`config.mk`:
```
export PLATFORM = sky130hd
export DESIGN_NAME = pll_cfg_bank
export DESIGN_NICKNAME = d
export VERILOG_FILES = /design/src/rtl/pll_cfg_pkg.sv /design/src/rtl/pll_cmd_decode.sv /design/src/rtl/pll_shadow_bank.sv /design/src/rtl/pll_active_bank.sv /design/src/rtl/pll_cfg_bank.sv
export SDC_FILE = /design/constraint.sdc
export NUM_CORES = 1
export LEC_CHECK = 0
export BUFFER_PORTS_ARGS = -buffer_cell sky130_fd_sc_hd__buf_2
export CORE_MARGIN = 2
export CORE_UTILIZATION = 49
export DETAILED_ROUTE_END_ITERATION = 12
export PLACE_DENSITY = 0.71
export SYNTH_ARGS = -nofsm -noshare
export SYNTH_HDL_FRONTEND = slang
export SYNTH_SLANG_ARGS = --single-unit
```
`constraint.sdc`:
```
create_clock -name clk_i -period 1.8 [get_ports clk_i]
set_input_delay 0.09 -clock clk_i [delete_from_list [all_inputs] [get_ports clk_i]]
set_output_delay 0.09 -clock clk_i [all_outputs]
set_load 0.02 [all_outputs]
```
`src/rtl/pll_cfg_pkg.sv`:
```
`timescale 1ns/1ps
package pll_cfg_pkg;
  localparam int CMD_W  = 4;
  localparam int ADDR_W = 12;
  localparam int DATA_W = 16;
  localparam logic [CMD_W-1:0] CMD_WRITE = 4'h1;

  // field split of a bus word
  typedef struct packed {
    logic [CMD_W-1:0]  code;
    logic [ADDR_W-1:0] addr;
    logic [DATA_W-1:0] data;
  } cmd_word_t;
endpackage

```
`src/rtl/pll_cmd_decode.sv`:
```
`timescale 1ns/1ps
module pll_cmd_decode
  import pll_cfg_pkg::*;
#(
  parameter int NUM_REGS = 8,
  parameter logic [ADDR_W-1:0] BASE_ADDR = 12'h802,
  localparam int IDX_W = $clog2(NUM_REGS)
) (
  input  logic              clk_i,
  input  logic              rst_ni,
  input  logic              valid_i,
  input  logic [31:0]       word_i,
  output logic              we_o,
  output logic [IDX_W-1:0]  idx_o,
  output logic [DATA_W-1:0] data_o,
  output logic              commit_o
);
  localparam logic [ADDR_W-1:0] SPAN = ADDR_W'(NUM_REGS);
  localparam logic [IDX_W-1:0]  LAST = IDX_W'(NUM_REGS - 1);

  cmd_word_t         w;
  logic [ADDR_W-1:0] offset;
  logic              in_win;

  assign w      = cmd_word_t'(word_i);
  // wrap-around makes addresses below the base fall outside as well
  assign offset = w.addr - BASE_ADDR;
  assign in_win = offset < SPAN;

  assign we_o     = valid_i && (w.code == CMD_WRITE) && in_win;
  assign idx_o    = offset[IDX_W-1:0];
  assign data_o   = w.data;
  assign commit_o = we_o && (idx_o == LAST);


  wrong_code_chk: assert property (@(posedge clk_i) disable iff (!rst_ni)
    (w.code != CMD_WRITE) |-> !we_o);

  idle_bus_chk: assert property (@(posedge clk_i) disable iff (!rst_ni)
    !valid_i |-> !(we_o || commit_o));
endmodule

```
`src/rtl/pll_shadow_bank.sv`:
```
`timescale 1ns/1ps
module pll_shadow_bank
  import pll_cfg_pkg::*;
#(
  parameter int NUM_REGS = 8,
  localparam int IDX_W = $clog2(NUM_REGS),
  localparam int NSH   = NUM_REGS - 1
) (
  input  logic                  clk_i,
  input  logic                  rst_ni,
  input  logic                  we_i,
  input  logic [IDX_W-1:0]      idx_i,
  input  logic [DATA_W-1:0]     data_i,
  output logic [NSH*DATA_W-1:0] shadow_o
);
  // the last slot needs no shadow: its data is committed straight from the bus
  logic [DATA_W-1:0] regs_q [NSH];

  for (genvar i = 0; i < NSH; i++) begin : g_slot
    always_ff @(posedge clk_i or negedge rst_ni) begin
      if (!rst_ni)                               regs_q[i] <= '0;
      else if (we_i && idx_i == IDX_W'(i))       regs_q[i] <= data_i;
    end
    assign shadow_o[i*DATA_W +: DATA_W] = regs_q[i];


    slot_hold_chk: assert property (@(posedge clk_i) disable iff (!rst_ni)
      !(we_i && idx_i == IDX_W'(i)) |=> $stable(shadow_o[i*DATA_W +: DATA_W]));
  end
endmodule

```
`src/rtl/pll_active_bank.sv`:
```
`timescale 1ns/1ps
module pll_active_bank
  import pll_cfg_pkg::*;
#(
  parameter int NUM_REGS = 8,
  localparam int NSH = NUM_REGS - 1,
  localparam int TOT = NUM_REGS * DATA_W
) (
  input  logic                  clk_i,
  input  logic                  rst_ni,
  input  logic                  commit_i,
  input  logic [DATA_W-1:0]     last_data_i,
  input  logic [NSH*DATA_W-1:0] shadow_i,
  output logic [TOT-1:0]        active_o,
  output logic                  update_o
);
  always_ff @(posedge clk_i or negedge rst_ni) begin
    if (!rst_ni) begin
      active_o <= '0;
      update_o <= 1'b0;
    end else begin
      update_o <= commit_i;
      if (commit_i) active_o <= {last_data_i, shadow_i};
    end
  end


  frozen_chk: assert property (@(posedge clk_i) disable iff (!rst_ni)
    !commit_i |=> $stable(active_o));

  last_slot_chk: assert property (@(posedge clk_i) disable iff (!rst_ni)
    commit_i |=> active_o[TOT-1 -: DATA_W] == $past(last_data_i));

  strobe_after_chk: assert property (@(posedge clk_i) disable iff (!rst_ni)
    commit_i |=> update_o);

  no_stray_strobe_chk: assert property (@(posedge clk_i) disable iff (!rst_ni)
    !commit_i |=> !update_o);
endmodule

```
`src/rtl/pll_cfg_bank.sv`:
```
`timescale 1ns/1ps
module pll_cfg_bank
  import pll_cfg_pkg::*;
#(
  parameter int NUM_REGS = 8,
  parameter logic [ADDR_W-1:0] BASE_ADDR = 12'h802,
  localparam int IDX_W = $clog2(NUM_REGS),
  localparam int NSH   = NUM_REGS - 1
) (
  input  logic                       clk_i,
  input  logic                       rst_ni,
  input  logic                       cmd_valid_i,
  input  logic [31:0]                cmd_word_i,
  output logic [NUM_REGS*DATA_W-1:0] active_regs_o,
  output logic                       config_update_o
);
  logic                  we, commit;
  logic [IDX_W-1:0]      idx;
  logic [DATA_W-1:0]     data;
  logic [NSH*DATA_W-1:0] shadow;

  pll_cmd_decode #(.NUM_REGS(NUM_REGS), .BASE_ADDR(BASE_ADDR)) u_dec (
    .clk_i, .rst_ni,
    .valid_i(cmd_valid_i), .word_i(cmd_word_i),
    .we_o(we), .idx_o(idx), .data_o(data), .commit_o(commit)
  );

  pll_shadow_bank #(.NUM_REGS(NUM_REGS)) u_shadow (
    .clk_i, .rst_ni,
    .we_i(we), .idx_i(idx), .data_i(data), .shadow_o(shadow)
  );

  pll_active_bank #(.NUM_REGS(NUM_REGS)) u_active (
    .clk_i, .rst_ni,
    .commit_i(commit), .last_data_i(data), .shadow_i(shadow),
    .active_o(active_regs_o), .update_o(config_update_o)
  );


  reset_clear_chk: assert property (@(posedge clk_i)
    !rst_ni |=> (active_regs_o == '0 && !config_update_o) || rst_ni);
endmodule

```
==> results.toml, run 1 <==
[die]
fp.dieH_um = 141
placementRows = 50
die-width_um = 141
dieArea_um2 = 19800
start_util_pct = 49.6
ios = 164
core_area_um2 = 18500

[placed_design]
place_ws_ps = -467
gp_congestion = 0.801
portBuffers = 163
place_hpwl_um = 13300
placed_cell_area_um2 = 10700

[synthesis]
synth_area_leader_cell = "dfrtp_1"
avgSynthCellArea_um2 = 17.2
synth_cells = 535
syn-num-nets = 571
yosys.area.top_type_share_pct = 65.7
synth.distinct_cells = 29
yosys_warnings = 0
syn_area_um2 = 9180
yosys-top-cells-area = "dfrtp_1, mux2_2, mux2_4, buf_2, buf_4"
synth-async-reset-ratio_pct = 100
synth_seq_cells = 241
ys_seq_area_share_pct = 65.7
ys.flop_type = "dfrtp_1"
synth-edff-count = 0

[worst_setup_path]
required_ps = 2190
end_kind = "register"
r2r_setup_slack_ps = 1010
r2r-end = "u_active.active_o[54]$_DFFE_PN0P_"
r2r-start = "u_active.active_o[54]$_DFFE_PN0P_"
worst-path-max-fanout = 11
worst_ep_arrival_time_ps = 2130
rr_worst_depth = 1
criticalPathCategory = "in -> reg"
start_kind = "input pin"

[drt]
post_drt_wl_per_cell_um = 19.5
via_per_inst = 5.28
drc = 0
firstDrtPassIters = 4
num_vias = 5272
ant_nets = 0
initialDrtViolationCount = 174
drt_wl_total_um = 19400

[clock_network]
cts_tree = "done"
clkLatencyLatePin_ps = 510
htree_num_levels = 1
root_buffer = "clkbuf_16"
numCtsBuffers = 25
cts_sinks = 241
clk_pin_slew_worst_paths_ps = 60
clock_path_buffers = 3

[power_and_ir_drop]
p_leak_nw = 6.35
power_density_nw_per_um2 = 924
peakVddDrop_mv = 0.815

[timing]
min_period_over_period_pct = 96.8
setup_violations = 0
min_period_ps = 1740
setup-tns-final_ps = 0
rsz0062_at_grt = "true"
max_freq_ghz = 0.574
worst_slew_pin_slew_ps = 547
setup_slack_ps = 58.0
whs_ps = -1.23
hold_viol_final = 1
slew_headroom_pct = 63.3
slew_violations = 0
fin_skew_ps = 9.28

[status]
failed_checks = "hold timing"
status = "finished with violations"

[grt]
grt_max_degree = 61
grt_pass1_wl_um = 31300
grt_pass1_vias = 5720
antenna_found_initial = 0
track_usage_pct = 20.0
overflow = 0

[cells_and_area]
design_area_um2 = 11700
final_layout_size_suffix_gt1_share_pct = 63.7
nNetsFinal = 784
post-route-util_pct = 63.0
diodes = 0
synthToLayoutAreaGrowth_pct = 27.2

[flow_run]
drv_cap = 0

[worst_hold_path]
hp-class = "in -> reg"
holdPathStages = 2
worstHoldEndpoint = "u_shadow.shadow_o[40]$_DFFE_PN0P_"
worstHoldStart = "cmd_word_i[8]"
cells in the final DEF, fill, tap and decap left out, drive strengths merged, types with 2 or more instances in the layout:
cell type and instances:
clkinv 3, dlygate4sd3 12, mux2 240, nor3 2, a2111o 2, clkbuf 37
nor2 3, buf 198, o211ai 2, inv 4, or4b 2, or4 2
bufinv 2, dfrtp 241, nor4 4, clkinvlp 2
metal layers:
metal / track usage [%] / part of all wire, %
met5: 0 / 0
met4: 5.11 / 2.3
met3: 5.74 / 6.9
met2: 33.7 / 49
met1: 25.7 / 42
worst max-delay path by stage:
stage / startpoint / endpoint / slack, ps / depth (start not counted)
2_1_floorplan: cmd_word_i[21] / u_shadow.shadow_o[101]$_DFFE_PN0P_ / -330 / 6
3_3_place_gp: cmd_word_i[22] / u_active.active_o[110]$_DFFE_PN0P_ / -430 / 7
3_5_place_dp: cmd_word_i[21] / u_active.active_o[110]$_DFFE_PN0P_ / -470 / 7
4_1_cts: cmd_word_i[16] / u_active.active_o[110]$_DFFE_PN0P_ / 50 / 8
5_1_grt: cmd_word_i[16] / u_active.active_o[110]$_DFFE_PN0P_ / -5 / 8
6_report: cmd_word_i[16] / u_active.active_o[114]$_DFFE_PN0P_ / 60 / 8
flip-flops by register name (all words and copies together), names as in the netlist:
| name | count |
|---|---|
| u_active.active_o | 128 |
| u_active.update_o | 1 |
| u_shadow.shadow_o | 112 |
critical path: stages:
cell and delay [ps]:
dlygate4sd3_1 530, buf_2 170, inv_1 70, or2_2 330, nor3_4 170, buf_12 180
buf_4 210, mux2_2 360
per-stage QoR:
| step | power (W) | instances |
|---|---|---|
| final | 0.0108 | 999 |
| after global routing | 0.0112 | 999 |
| after CTS | 0.0109 | 999 |
| after detailed placement | 0.00580 | 943 |
| after global placement | 0.00579 | 943 |
| after floorplan | 0.00555 | 535 |
report_power, final:
group | switching (W) | internal, W
clock network | 0.00199 | 0.00308
registers | 0.000000609 | 0.00542
logic | 0.000202 | 0.0000918
total | 0.00220 | 0.00859
what timing repair did:
item / CTS / global route
hold buffers: 12 / 0
endpoints found under the hold margin: 286 / 0
setup buffers: 0 / 0
setup endpoints to repair: 0 / 95
gates resized for setup: 0 / 4
synthesized netlist by cell type (all sizes together), types with 2 or more instances:
library cell / count
mux2: 240
or4: 2
a2111o: 2
o211ai: 2
nor4: 4
nor3: 2
inv: 4
buf: 23
or4b: 2
dfrtp: 241
nor2: 3
cells by family (layout without fill, tap and decap cells):
family / count (synthesis) / in the layout / synth area share [%]
flops: 241 / 241 / 65.7
compound gates: 4 / 4 / 0.409
mux: 240 / 240 / 29.9
fa+ha+maj: 1 / 1 / 0.136
xor+xnor: 1 / 1 / 0.0955
simple gates: 20 / 20 / 1.91
buf+inv: 28 / 258 / 1.87
final cells by class:
type | count | area, um2
Clock inverter | 7 | 90.1
Tap cell | 234 | 293
Inverter | 4 | 15.0
Clock buffer | 37 | 731
Timing Repair Buffer | 210 | 1400
Sequential cell | 241 | 6030
Multi-Input combinational cell | 266 | 3110
Fill cell | 1372 | 6850
Power figures use the tool's default switching activity.
==> inputs of run 2 (changes only) <==
--- a/config.mk
+++ b/config.mk
@@ -8,8 +8,9 @@
 export BUFFER_PORTS_ARGS = -buffer_cell sky130_fd_sc_hd__buf_2
 export CORE_MARGIN = 2
 export CORE_UTILIZATION = 49
+export CTS_CLUSTER_DIAMETER = 60
 export DETAILED_ROUTE_END_ITERATION = 12
-export PLACE_DENSITY = 0.71
+export PLACE_DENSITY = 0.77
 export SYNTH_ARGS = -nofsm -noshare
 export SYNTH_HDL_FRONTEND = slang
 export SYNTH_SLANG_ARGS = --single-unit
==> results.toml, run 2 (same netlist as run 1, synthesis figures left out) <==
[drt]
firstDrtPassIters = 4
num_vias = 5281
drt_wl_total_um = 19500
post_drt_wl_per_cell_um = 19.5
drc = 0
via_per_inst = 5.27
initialDrtViolationCount = 135
ant_nets = 0

[worst_setup_path]
r2r-start = "u_shadow.shadow_o[10]$_DFFE_PN0P_"
rr_worst_depth = 1
r2r-end = "u_active.active_o[10]$_DFFE_PN0P_"
required_ps = 2180
crit_slowest_cell = "or4b_4"
slowest_delay_ps = 550
r2r_setup_slack_ps = 1010
criticalPathCategory = "in -> reg"
startpoint = "cmd_word_i[21]"
worst_ep_arrival_time_ps = 2100
start_kind = "input pin"
path_delay_family = "simple AND/OR/NAND/NOR gates"
crit_chain = "buf_2, or4b_4, a2111o_1, nor3_2, buf_4, buf_4, mux2_2"
crit_path_frequent_cell = "buf_4"
worst-path-buf-inv = 3
critPathCapture = "u_active.active_o[91]$_DFFE_PN0P_"
worst-path-max-fanout = 8
crit_cells = 7
end_kind = "register"

[grt]
grt_pass1_vias = 5886
grt_max_degree = 81
antenna_found_initial = 0
track_usage_pct = 20.1
grt_pass1_wl_um = 31600
overflow = 0

[status]
status = "finished clean"

[die]
die-width_um = 141
core_area_um2 = 18500
ios = 164
dieArea_um2 = 19800
start_util_pct = 49.6
fp.dieH_um = 141
placementRows = 50

[cells_and_area]
multi_input_area_um2 = 3090
diodes = 0
final_layout_size_suffix_gt1_share_pct = 64.1
largest_register_ffs = 128
regArea_um2 = 6030
post-route-util_pct = 62.9
synthToLayoutAreaGrowth_pct = 26.9
top_register = "u_active.active_o"
nNetsFinal = 788
layout_common_cells = "dfrtp_1, mux2_2, buf_2, mux2_4, buf_4"
final_common_cell = "dfrtp_1"
fillerInstances = 1345

[placed_design]
place_hpwl_um = 13500
place_ws_ps = -443
portBuffers = 163
gp_congestion = 0.817

[timing]
slew_headroom_pct = 58.1
max_freq_ghz = 0.580
min_period_over_period_pct = 95.8
fin_skew_ps = 6.10
min_period_ps = 1720
slew_violations = 0
hold_viol_final = 0
setup_slack_ps = 75.7
worst_slew_pin_slew_ps = 628
setup_violations = 0
rsz0062_at_grt = "false"
whs_ps = 12.5

[clock_network]
cts_setup_buffers = 0
clk_pin_slew_worst_paths_ps = 60
clock_path_buffers = 3
cts_tree = "done"
numCtsBuffers = 25
htree_num_levels = 1
cts_sinks = 241
clkLatencyLatePin_ps = 500
root_buffer = "clkbuf_16"

[worst_hold_path]
worstHoldStart = "cmd_word_i[1]"
hp-class = "in -> reg"

[power_and_ir_drop]
p_total_w = 0.0107
peakVddDrop_mv = 0.667
power_density_nw_per_um2 = 914
p_leak_nw = 6.36

[flow_run]
drv_cap = 0
-- run 2: repair_timing --
action / CTS / global route
hold buffers: 9 / 0
endpoints found under the setup margin: 0 / 1
hold endpoints to repair: 110 / 0
gates resized for setup: 0 / 1
-- run 2: power breakdown --
group	leakage [nW]	switching (W)	total (W)	internal, W
Combinational	2.59	0.000200	0.000286	0.0000862
Clock	0.396	0.00195	0.00495	0.00300
Sequential	3.37	0.000000596	0.00542	0.00542
-- run 2: final cells by class --
type / count / area share, %
timing repair buffer: 214 / 12.2
clock buffer: 35 / 6.04
multi-input combinational: 266 / 26.6
inverter: 4 / 0.129
tap: 234 / 2.51
sequential: 241 / 51.8
clock inverter: 8 / 0.806
-- run 2: layer usage --
metal	track usage (%)	share of wire, %	wire length (um)
met5	0	0	0
met4	4.89	2.0	388
met3	4.08	5.4	1050
met2	34.2	49	9520
met1	26.7	44	8550
-- run 2: through the flow --
step / cells / setup TNS (ps) / cell area, um2
final: 1002 / 0 / 11600
after global routing: 1002 / 0 / 11600
after CTS: 1002 / 0 / 11600
after detailed placement: 950 / -92410 / 10800
after global placement: 950 / -77300 / 10800
after floorplan: 535 / -52450 / 9360
-- run 2: worst min-delay path by stage --
| stage | slack [ps] | depth (start not counted) | to |
|---|---|---|---|
| finish | 10 | 2 | u_shadow.shadow_o[17]$_DFFE_PN0P_ |
| global placement | 110 | 1 | u_active.active_o[93]$_DFFE_PN0P_ |
| floorplan | -210 | 0 | u_active.active_o[0]$_DFFE_PN0P_ |
| detailed placement | 130 | 1 | u_active.active_o[93]$_DFFE_PN0P_ |
| global route | 10 | 2 | u_shadow.shadow_o[42]$_DFFE_PN0P_ |
| CTS | 3 | 2 | u_shadow.shadow_o[17]$_DFFE_PN0P_ |
